[config.mk]
export PLATFORM = sky130hd
export DESIGN_NAME = card_fifo_packer
export DESIGN_NICKNAME = d
export VERILOG_FILES = /design/src/rtl/cfp_pkg.sv /design/src/rtl/cfp_word_fifo.sv /design/src/rtl/cfp_rx_packer.sv /design/src/rtl/cfp_tx_unpacker.sv /design/src/rtl/cfp_flags.sv /design/src/rtl/card_fifo_packer.sv
export SDC_FILE = /design/constraint.sdc
export NUM_CORES = 1
export LEC_CHECK = 0
export ABC_AREA = 1
export CORE_MARGIN = 2
export CORE_UTILIZATION = 60
export CTS_CLUSTER_SIZE = 28
export DETAILED_ROUTE_END_ITERATION = 6
export DONT_BUFFER_PORTS = 1
export PLACE_DENSITY = 0.76
export SLEW_MARGIN = 20
export SYNTH_ARGS = -nofsm -noshare
export SYNTH_HDL_FRONTEND = slang
export SYNTH_HIERARCHICAL = 1
export SYNTH_SLANG_ARGS = --single-unit
[constraint.sdc]
create_clock -name clk -period 10.2 [get_ports clk]
set_input_delay 0.51 -clock clk [delete_from_list [all_inputs] [get_ports clk]]
set_output_delay 0.51 -clock clk [all_outputs]
set_load 0.03 [all_outputs]
[src/rtl/cfp_pkg.sv]
package cfp_pkg;
  localparam int BYTE_W = 8;

  typedef struct packed {
    logic active;
    logic empty;
    logic avail;
    logic full;
    logic le_half;
    logic ge_half;
  } lvl_flags_t;
endpackage

[src/rtl/cfp_word_fifo.sv]
module cfp_word_fifo #(
  parameter int DEPTH  = 16,
  parameter int WORD_W = 32,
  localparam int PTR_W = $clog2(DEPTH),
  localparam int CNT_W = $clog2(DEPTH) + 1
) (
  input  logic              clk,
  input  logic              rst_n,
  input  logic              push_i,
  input  logic [WORD_W-1:0] wdata_i,
  input  logic              pop_i,
  output logic [WORD_W-1:0] rdata_o,
  output logic [CNT_W-1:0]  count_o,
  output logic [CNT_W-1:0]  count_nxt_o
);
  logic [WORD_W-1:0] mem [DEPTH];
  logic [PTR_W-1:0]  rd_ptr_q, rd_ptr_d, wr_ptr;
  logic [CNT_W-1:0]  count_q, count_d;
  logic              push_ok, pop_ok, ptr_en, cnt_en;

  always_comb begin
    push_ok  = push_i && (count_q != CNT_W'(DEPTH));
    pop_ok   = pop_i && (count_q != '0);
    wr_ptr   = rd_ptr_q + count_q[PTR_W-1:0];
    rd_ptr_d = rd_ptr_q + PTR_W'(1);
    count_d  = count_q + CNT_W'(push_ok) - CNT_W'(pop_ok);
    ptr_en   = pop_ok;
    cnt_en   = push_ok || pop_ok;
    rdata_o  = (count_q != '0) ? mem[rd_ptr_q] : '0;
    count_o     = count_q;
    count_nxt_o = count_d;
  end

  always_ff @(posedge clk or negedge rst_n) begin
    if (!rst_n) begin
      rd_ptr_q <= '0;
      count_q  <= '0;
    end else begin
      if (ptr_en) rd_ptr_q <= rd_ptr_d;
      if (cnt_en) count_q  <= count_d;
    end
  end

  always_ff @(posedge clk) begin
    if (push_ok) mem[wr_ptr] <= wdata_i;
  end

  assert_count_bound_R10: assert property (@(posedge clk) disable iff (!rst_n)
    count_q <= CNT_W'(DEPTH));
  assert_full_push_ignored_R10: assert property (@(posedge clk) disable iff (!rst_n)
    (count_q == CNT_W'(DEPTH) && push_i && !pop_i) |=> count_q == CNT_W'(DEPTH));
  assert_empty_pop_ignored_R10: assert property (@(posedge clk) disable iff (!rst_n)
    (count_q == '0 && pop_i && !push_i) |=> (count_q == '0 && $stable(rd_ptr_q)));
endmodule

[src/rtl/cfp_rx_packer.sv]
module cfp_rx_packer #(
  parameter int WORD_W = 32,
  localparam int LANES  = WORD_W / cfp_pkg::BYTE_W,
  localparam int LANE_W = $clog2(LANES)
) (
  input  logic                       clk,
  input  logic                       rst_n,
  input  logic                       clear_i,
  input  logic                       take_i,
  input  logic                       last_i,
  input  logic [cfp_pkg::BYTE_W-1:0] byte_i,
  output logic                       push_o,
  output logic [WORD_W-1:0]          word_o
);
  logic [LANE_W-1:0] lane_q, lane_d;
  logic [WORD_W-1:0] acc_q, acc_d;
  logic              en;

  always_comb begin
    word_o = acc_q | (WORD_W'(byte_i) << {lane_q, 3'b000});
    push_o = take_i && ((lane_q == LANE_W'(LANES - 1)) || last_i);
    en     = clear_i || take_i;
    lane_d = lane_q;
    acc_d  = acc_q;
    if (clear_i || push_o) begin
      lane_d = '0;
      acc_d  = '0;
    end else if (take_i) begin
      lane_d = lane_q + LANE_W'(1);
      acc_d  = word_o;
    end
  end

  always_ff @(posedge clk or negedge rst_n) begin
    if (!rst_n) begin
      lane_q <= '0;
      acc_q  <= '0;
    end else if (en) begin
      lane_q <= lane_d;
      acc_q  <= acc_d;
    end
  end

  // Lanes at or above the fill position must still be zero (partial word padding).
  assert_acc_upper_clear_R4: assert property (@(posedge clk) disable iff (!rst_n)
    (acc_q >> {lane_q, 3'b000}) == '0);
endmodule

[src/rtl/cfp_tx_unpacker.sv]
module cfp_tx_unpacker #(
  parameter int WORD_W = 32,
  localparam int LANES  = WORD_W / cfp_pkg::BYTE_W,
  localparam int LANE_W = $clog2(LANES)
) (
  input  logic                       clk,
  input  logic                       rst_n,
  input  logic                       clear_i,
  input  logic                       run_i,
  input  logic [WORD_W-1:0]          head_i,
  input  logic                       empty_i,
  output logic                       send_o,
  output logic                       pop_o,
  output logic [cfp_pkg::BYTE_W-1:0] byte_o
);
  logic [LANE_W-1:0] left_q, left_d;
  logic [WORD_W-1:0] sh_q, sh_d;
  logic              en;

  always_comb begin
    pop_o  = run_i && (left_q == '0) && !empty_i;
    send_o = run_i && ((left_q != '0) || !empty_i);
    byte_o = (left_q != '0) ? sh_q[cfp_pkg::BYTE_W-1:0] : head_i[cfp_pkg::BYTE_W-1:0];
    en     = clear_i || send_o;
    left_d = left_q;
    sh_d   = sh_q;
    if (clear_i) begin
      left_d = '0;
      sh_d   = '0;
    end else if (pop_o) begin
      left_d = LANE_W'(LANES - 1);
      sh_d   = head_i >> cfp_pkg::BYTE_W;
    end else if (send_o) begin
      left_d = left_q - LANE_W'(1);
      sh_d   = sh_q >> cfp_pkg::BYTE_W;
    end
  end

  always_ff @(posedge clk or negedge rst_n) begin
    if (!rst_n) begin
      left_q <= '0;
      sh_q   <= '0;
    end else if (en) begin
      left_q <= left_d;
      sh_q   <= sh_d;
    end
  end

  assert_pop_refills_lanes_R6: assert property (@(posedge clk) disable iff (!rst_n)
    (pop_o && !clear_i) |=> left_q == LANE_W'(LANES - 1));
endmodule

[src/rtl/cfp_flags.sv]
module cfp_flags #(
  parameter int DEPTH = 16,
  localparam int CNT_W = $clog2(DEPTH) + 1
) (
  input  logic                busy_i,
  input  logic                dir_rx_i,
  input  logic [CNT_W-1:0]    count_i,
  output cfp_pkg::lvl_flags_t rx_o,
  output cfp_pkg::lvl_flags_t tx_o
);
  cfp_pkg::lvl_flags_t lvl;

  always_comb begin
    lvl.active  = 1'b1;
    lvl.empty   = (count_i == '0);
    lvl.avail   = (count_i != '0);
    lvl.full    = (count_i == CNT_W'(DEPTH));
    lvl.le_half = (count_i <= CNT_W'(DEPTH / 2));
    lvl.ge_half = (count_i >= CNT_W'(DEPTH / 2));
    rx_o = (busy_i && dir_rx_i)  ? lvl : '0;
    tx_o = (busy_i && !dir_rx_i) ? lvl : '0;
  end
endmodule

[src/rtl/card_fifo_packer.sv]
module card_fifo_packer #(
  parameter int DEPTH  = 16,
  parameter int WORD_W = 32,
  parameter int LEN_W  = 16,
  localparam int CNT_W = $clog2(DEPTH) + 1,
  localparam int BW    = cfp_pkg::BYTE_W
) (
  input  logic              clk,
  input  logic              rst_n,
  input  logic              start_i,
  input  logic              dir_rx_i,
  input  logic [LEN_W-1:0]  len_i,
  input  logic              card_rdy_i,
  input  logic [BW-1:0]     card_byte_i,
  output logic              card_take_o,
  output logic              card_wr_o,
  output logic [BW-1:0]     card_wbyte_o,
  input  logic              host_push_i,
  input  logic [WORD_W-1:0] host_wdata_i,
  input  logic              host_pop_i,
  output logic [WORD_W-1:0] host_rdata_o,
  output logic              busy_o,
  output logic [LEN_W-1:0]  remaining_o,
  output logic [LEN_W-2:0]  word_cnt_o,
  output logic              data_end_o,
  output logic              block_end_o,
  output logic              rx_act_o,
  output logic              rx_empty_o,
  output logic              rx_avail_o,
  output logic              rx_full_o,
  output logic              rx_half_full_o,
  output logic              tx_act_o,
  output logic              tx_empty_o,
  output logic              tx_avail_o,
  output logic              tx_full_o,
  output logic              tx_half_empty_o
);
  logic [LEN_W-1:0]  rem_q, rem_d;
  logic              busy_q, busy_d, dir_q, armed_q;
  logic              rem_en, rem_nz, rx_run, tx_run, last_byte;
  logic              f_push, f_pop, f_full, f_empty;
  logic [WORD_W-1:0] f_wdata, f_rdata;
  logic [CNT_W-1:0]  f_count, f_count_nxt;
  logic              pk_push, up_send, up_pop;
  logic [WORD_W-1:0] pk_word;
  logic [LEN_W:0]    wc_sum;
  cfp_pkg::lvl_flags_t rx_fl, tx_fl;

  always_comb begin
    rem_nz    = (rem_q != '0);
    last_byte = (rem_q == LEN_W'(1));
    rx_run    = busy_q && dir_q && rem_nz;
    tx_run    = busy_q && !dir_q && rem_nz;
    f_full    = (f_count == CNT_W'(DEPTH));
    f_empty   = (f_count == '0);
    card_take_o = rx_run && card_rdy_i && !f_full;
    card_wr_o   = up_send;
    f_push  = dir_q ? pk_push : (host_push_i && busy_q);
    f_pop   = dir_q ? host_pop_i : up_pop;
    f_wdata = dir_q ? pk_word : host_wdata_i;
    rem_en  = start_i || card_take_o || card_wr_o;
    rem_d   = start_i ? len_i : (rem_en ? rem_q - LEN_W'(1) : rem_q);
    busy_d  = (start_i || busy_q) && !((rem_d == '0) && (f_count_nxt == '0));
    wc_sum  = {1'b0, rem_q} + (LEN_W + 1)'(3);
  end

  always_ff @(posedge clk or negedge rst_n) begin
    if (!rst_n) begin
      rem_q   <= '0;
      busy_q  <= 1'b0;
      dir_q   <= 1'b0;
      armed_q <= 1'b0;
    end else begin
      busy_q <= busy_d;
      if (rem_en)  rem_q   <= rem_d;
      if (start_i) dir_q   <= dir_rx_i;
      if (start_i) armed_q <= 1'b1;
    end
  end

  cfp_word_fifo #(.DEPTH(DEPTH), .WORD_W(WORD_W)) u_fifo (
    .clk(clk), .rst_n(rst_n), .push_i(f_push), .wdata_i(f_wdata), .pop_i(f_pop),
    .rdata_o(f_rdata), .count_o(f_count), .count_nxt_o(f_count_nxt)
  );

  cfp_rx_packer #(.WORD_W(WORD_W)) u_pack (
    .clk(clk), .rst_n(rst_n), .clear_i(start_i), .take_i(card_take_o),
    .last_i(last_byte), .byte_i(card_byte_i), .push_o(pk_push), .word_o(pk_word)
  );

  cfp_tx_unpacker #(.WORD_W(WORD_W)) u_unpack (
    .clk(clk), .rst_n(rst_n), .clear_i(start_i), .run_i(tx_run), .head_i(f_rdata),
    .empty_i(f_empty), .send_o(up_send), .pop_o(up_pop), .byte_o(card_wbyte_o)
  );

  cfp_flags #(.DEPTH(DEPTH)) u_flags (
    .busy_i(busy_q), .dir_rx_i(dir_q), .count_i(f_count), .rx_o(rx_fl), .tx_o(tx_fl)
  );

  always_comb begin
    host_rdata_o    = f_rdata;
    busy_o          = busy_q;
    remaining_o     = rem_q;
    word_cnt_o      = wc_sum[LEN_W:2];
    data_end_o      = armed_q && !rem_nz;
    block_end_o     = armed_q && !rem_nz;
    rx_act_o        = rx_fl.active;
    rx_empty_o      = rx_fl.empty;
    rx_avail_o      = rx_fl.avail;
    rx_full_o       = rx_fl.full;
    rx_half_full_o  = rx_fl.ge_half;
    tx_act_o        = tx_fl.active;
    tx_empty_o      = tx_fl.empty;
    tx_avail_o      = tx_fl.avail;
    tx_full_o       = tx_fl.full;
    tx_half_empty_o = tx_fl.le_half;
  end

  assert_take_gated_R5: assert property (@(posedge clk) disable iff (!rst_n)
    card_take_o |-> (card_rdy_i && rx_act_o && !rx_full_o && remaining_o != '0));
  assert_count_step_R7: assert property (@(posedge clk) disable iff (!rst_n)
    ((card_take_o || card_wr_o) && !start_i) |=> remaining_o == $past(remaining_o) - LEN_W'(1));
  assert_idle_quiet_R8: assert property (@(posedge clk) disable iff (!rst_n)
    !busy_o |-> (!card_take_o && !card_wr_o && !rx_act_o && !tx_act_o));
  assert_one_direction_R9: assert property (@(posedge clk) disable iff (!rst_n)
    $onehot0({rx_act_o, tx_act_o}));
  assert_dir_held_R11: assert property (@(posedge clk) disable iff (!rst_n)
    (busy_o && !start_i) |=> $stable(dir_q));
endmodule

Yosys cells after proc, flatten, opt, wreduce, memory -nomap -nowiden
Memory sizes are Yosys's and may differ from the RTL's.
Index checks and enable logic that the tools add are counted.
{ "word_totals": {"reg_bits": 96, "ramBits": 512, "input_bits": 63, "out_inout_bits": 86, "wordCells": 88, "memories": 1} }
{ "memory_table": {"columns": ["name", "words", "word_bits", "read_ports", "rd_clocked_by_memory_dff", "write_ports", "line_no", "text"], "rows": [
  ["u_fifo.mem", 16, 32, 1, 0, 1, "cfp_word_fifo.sv:16", "logic [WORD_W-1:0] mem [DEPTH];"]
]} }
{ "classes": {"add_sub_neg": 8, "magnitude_cmp": 2, "n_eq_ne": 4, "n_shift": 1, "n_mux": 21, "bitwise": 1, "reduce_logical": 40} }
{ "ops": {"columns": ["op", "n"], "rows": [
  ["two-way mux 32 bit", 7],
  ["two-way mux 16 bit", 2],
  ["bitwise OR 32 bit", 1],
  ["<< shifter 8 x 5 -> 32 bit", 1],
  ["adder 16 x 2 -> 17 bit, second input constant", 1],
  ["equality test 16 x 1 -> 1 bit, second input constant", 1],
  ["logical AND 1 bit", 16],
  ["logical NOT 16 bit", 1],
  ["nonzero test 16 bit", 1],
  ["subtractor 16 x 1 -> 16 bit, second input constant", 1],
  ["two-way mux 6 bit", 2],
  ["logical NOT 5 bit", 2],
  ["two-way mux 2 bit", 5],
  ["logical OR 1 bit", 8],
  ["two-way mux 8 bit", 1],
  ["adder 5 x 1 -> 5 bit", 1],
  ["equality test 5 bit, second input constant", 1],
  [">= comparator 5 x 4 -> 1 bit, second input constant", 1],
  ["<= comparator 5 x 4 -> 1 bit, second input constant", 1],
  ["logical NOT 1 bit", 5],
  ["inequality test 5 bit, second input constant", 1],
  ["nonzero test 5 bit", 1],
  ["subtractor 5 x 1 -> 5 bit", 1],
  ["adder 4 x 1 -> 4 bit, second input constant", 1],
  ["9 further kinds", 14]
]} }

Depth between registers and ports, before layout
{ "logic_depth": {"depth_word": 13, "depth_mapped": 27, "mapped_depth_nobuf": 26} }

Hierarchy
Netlist, hierarchy kept.
{ "modules_own_cells": {"columns": ["module", "n_inst", "cells_each", "area_per_inst_um2", "seq_area_each_um2"], "rows": [
  ["cfp_word_fifo", 1, 1787, 21426.8, 15600.0],
  ["card_fifo_packer", 1, 396, 2321.0, 475.5],
  ["cfp_rx_packer", 1, 252, 1809.2, 850.8],
  ["cfp_tx_unpacker", 1, 188, 1436.4, 650.6],
  ["cfp_flags", 1, 26, 140.1, 0.0]
]} }

Least setup slack after synthesis
OpenSTA, ideal clock, no wires.
{ "synth_path": {"path_kind": "register to register", "start": "reg rem_q[0] (netlist: remaining_o[0])", "end": "mem u_fifo.mem[11][0], enable pin", "setup_ns": 0.421, "arrival_time_ns": 3.775, "setup_slack_ns": 6.004, "path_stages_with_launch": 17, "path_buffers": 1, "period_less_slack_ns": 4.196, "path_cell_list": "dfrtp_1 > inv_1 > ha_1 > nand2_4 > nor2_8 > nand2_4 > nand2_8 > buf_4 > inv_1 > inv_2 > nor2_1 > nand2_1 > nand2_1 > nand2_1 > inv_1 > nand3_1 > nor2_1"} }
{ "synth_between": {"elab_chain_len": 9, "elab_cells_between_ends": 11, "classes_between": "1 x eq/ne; 3 x mux; 7 x reduce/logical"} }
{ "synth_lines": {"columns": ["element", "line_no", "text"], "rows": [
  ["from (decl)", "card_fifo_packer.sv:38", "logic [LEN_W-1:0] rem_q, rem_d;"],
  ["from (signal assigned)", "card_fifo_packer.sv:75", "if (rem_en) rem_q <= rem_d;"],
  ["nonzero test 16 bit", "card_fifo_packer.sv:50", "rem_nz = (rem_q != '0);"],
  ["logical AND 1 bit", "card_fifo_packer.sv:52", "rx_run = busy_q && dir_q && rem_nz;"],
  ["logical AND 1 bit (2 in a row)", "card_fifo_packer.sv:56", "card_take_o = rx_run && card_rdy_i && !f_full;"],
  ["via card_take_o", "card_fifo_packer.sv:15", "output logic card_take_o,"],
  ["logical AND 1 bit", "cfp_rx_packer.sv:21", "push_o = take_i && ((lane_q == LANE_W'(LANES - 1)) || last_i);"],
  ["via pk_push", "card_fifo_packer.sv:44", "logic pk_push, up_send, up_pop;"],
  ["two-way mux 1 bit", "card_fifo_packer.sv:58", "f_push = dir_q ? pk_push : (host_push_i && busy_q);"],
  ["via f_push", "card_fifo_packer.sv:41", "logic f_push, f_pop, f_full, f_empty;"],
  ["logical AND 1 bit", "cfp_word_fifo.sv:22", "push_ok = push_i && (count_q != CNT_W'(DEPTH));"],
  ["two-way mux 1 bit", "cfp_word_fifo.sv:45", "if (push_ok) mem[wr_ptr] <= wdata_i;"],
  ["two-way mux 1 bit (implied by the code)", "cfp_word_fifo.sv:45", null],
  ["to (decl)", "cfp_word_fifo.sv:16", null]
]} }
The timed path passes the listed nets, and every way through them passes these cells.

Worst setup path in the final report
{ "layout_path": {"start": "reg u_fifo.rd_ptr_q[0]", "end": "out host_rdata_o[22]"} }
{ "layout_between": {"elab_chain_len": 2} }
{ "layout_lines": {"columns": ["element", "line_no", "text"], "rows": [
  ["from (decl)", "cfp_word_fifo.sv:17", "logic [PTR_W-1:0] rd_ptr_q, rd_ptr_d, wr_ptr;"],
  ["from (signal assigned)", "cfp_word_fifo.sv:39", "if (ptr_en) rd_ptr_q <= rd_ptr_d;"],
  ["memory (16 x 32 bit)", null, null],
  ["two-way mux 32 bit", "cfp_word_fifo.sv:29", "rdata_o = (count_q != '0) ? mem[rd_ptr_q] : '0;"],
  ["to (decl)", "card_fifo_packer.sv:21", "output logic [WORD_W-1:0] host_rdata_o,"]
]} }
No other way between the ends.

==> results.json <==
{
  "post-dp-hpwl_mm": 41.1,
  "num_rows": 77,
  "gp_congestion": 0.886,
  "p_comb_share_pct": 39.4,
  "fillers": 3284,
  "dr.pass1.iters": 6,
  "cp-end-kind": "output port",
  "avgSynthCellArea_sq_um": 10.2,
  "period_minus_slack_ps": 5370,
  "cts_resized": 0,
  "die_w_microns": 217,
  "clkSinkCount": 600,
  "postCtsSetupBuffers": 0,
  "fin_crit_sh_pct": 52.6,
  "routed_wl_mm": 71.9,
  "synthCells": 2647,
  "nets": 2688,
  "tightest_slew_ps": 1210,
  "rsz0062_at_grt": "false",
  "worst_ep_arrival_time_ps": 4860,
  "maxCapViolCount": 0,
  "viasPerCell": 5.98,
  "fin_area_sq_um": 29300,
  "fin_skew_ps": 28.0,
  "grt_pass1_vias": 18812,
  "path_class": "reg -> out",
  "swShare_pct": 42.6,
  "grt_overflow": 0,
  "finish.utilization_pct": 66.1,
  "clk_path_buf_depth": 3,
  "layout-drive-gt1-share_pct": 8.23,
  "final_common_cell": "nand2_1",
  "clk_latency_ps": 640,
  "p_per_area_nw_per_um2": 311,
  "areaGrowthSynthToFinish_pct": 8.19,
  "dpl_worst_slack_ps": 5530,
  "worstSetupStartpointType": "flop",
  "path_clk_slew_ps": 60,
  "relSlewSlack_pct": 19.7,
  "crit_path_top_delay_cell": "a21oi_1",
  "path_max_fanout": 113,
  "hold_ws_ps": 33.8,
  "dpl_cell_area_sq_um": 27300,
  "clock.fmax_ghz": 0.186,
  "drt-initial-drc-count": 2261,
  "power.internal_mw": 5.24,
  "p_clk_share_pct": 24.1,
  "antenna_found_initial": 1,
  "die_y_microns": 217,
  "hold_viol_final": 0,
  "cts_tree": "built",
  "root_buffer": "clkbuf_16",
  "synth.net_count": 2727,
  "initial_utilization_pct": 61.1,
  "cts_buffers": 60,
  "wl_per_cell_microns": 22.1,
  "critical_path.cell_chain": "inv_6, buf_4, buf_4, nand2_1, nand3_1, nand3_1, nand2_1, nand2_1, a21oi_1",
  "maxSlewViolCount": 0,
  "vias": 19444,
  "core_sq_um": 44400,
  "ir_drop_uv": 236,
  "cp_common_cell": "nand2_1",
  "power.total_mw": 9.12,
  "yosysWarnings": 6,
  "cts_hold_buffers": 4,
  "grt_max_degree": 114,
  "final_cells": 3254,
  "tns_ps": 0,
  "pwr-share-seq_pct": 36.4,
  "die-area_sq_um": 46900,
  "hold_class": "in -> reg",
  "leakage_nw": 11.8,
  "drc_errors": 0,
  "htree_num_levels": 2,
  "grt_usage_pct": 30.8,
  "switchingPower_mw": 3.89,
  "placedCellCount": 3134,
  "num_io_pins": 149,
  "synthesis.area_sq_um": 27100,
  "grt_first_pass_wirelength_mm": 109,
  "critPathMaxStageDelay_ps": 890,
  "portBuffers": 0,
  "cp_data_required_time_ps": 9690,
  "setup_violations": 0,
  "status": "finished clean",
  "ant_nets": 0,
  "fin_ws_ps": 4830,
  "mostFrequentLayoutCells": "1008 x nand2_1, 512 x edfxtp_1, 484 x nand3_1, 128 x inv_1, 85 x dfrtp_1"
}
==> metal layers <==
layer / global-route usage [%] / wire length [microns] / up-vias
met3: 6.09 / 7780 / 194
li1: - / - / 8806
met4: 15.8 / 3650 / 0
met1: 40.9 / 26800 / 9277
met2: 48.7 / 33700 / 1167
met5: 0 / 0 / -
==> worst max-delay path: cells and delay by family, from the launching register on <==
kind                   cells  cell delay, ps
AOI/OAI and AO/OA          1             890
buffers and inverters      3            2180
DFF                        1             590
and+or+nand+nor            5             480
==> layout make-up <==
class,count,area (sq um),area share [%]
diodes,2,5.00,0.0171
flip-flops and latches,600,17600,59.9
inverters,144,557,1.90
multi-input cells,1758,8090,27.6
clock buffers,83,1660,5.65
clock inverters,31,337,1.15
well taps,592,741,2.52
repair buffers,44,370,1.26
==> power groups by stage <==
stage | logic [mW] | clock network (mW) | registers (mW)
global placement | 3.43 | 0 | 3.36
detailed placement | 3.51 | 0 | 3.37
floorplan | 2.62 | 0 | 3.27
finish | 3.60 | 2.20 | 3.32
CTS | 3.55 | 2.23 | 3.32
global route | 3.87 | 2.33 | 3.35
==> path summary, 6_finish.rpt <==
check	from	to	slack [ps]	cells past startpoint
setup / recovery	u_fifo/rd_ptr_q[0]$_DFFE_PN0P_	host_rdata_o[22]	4830	9
hold / removal	dir_rx_i	dir_q$_DFFE_PN0P_	30	2
setup reg to reg	remaining_o[0]$_DFFE_PN0N_	busy_o$_DFF_PN0_	5500	26
hold reg to reg	armed_q$_DFFE_PN0P_	armed_q$_DFFE_PN0P_	460	2
max in group asynchronous	rst_n	u_pack/acc_q[10]$_DFFE_PN0P_	9330	2
min in group asynchronous	rst_n	remaining_o[10]$_DFFE_PN0N_	500	2
==> sequential cells by signal (all words and copies together), names as in the netlist <==
name / count
armed_q: 1
u_unpack/left_q: 2
u_unpack/sh_q: 24
u_fifo/mem: 512
u_pack/acc_q: 32
u_pack/lane_q: 2
u_fifo/rd_ptr_q: 4
busy_o: 1
remaining_o: 16
dir_q: 1
u_fifo/count_o: 5
Note: power is estimated with default switching activity, not from simulation.
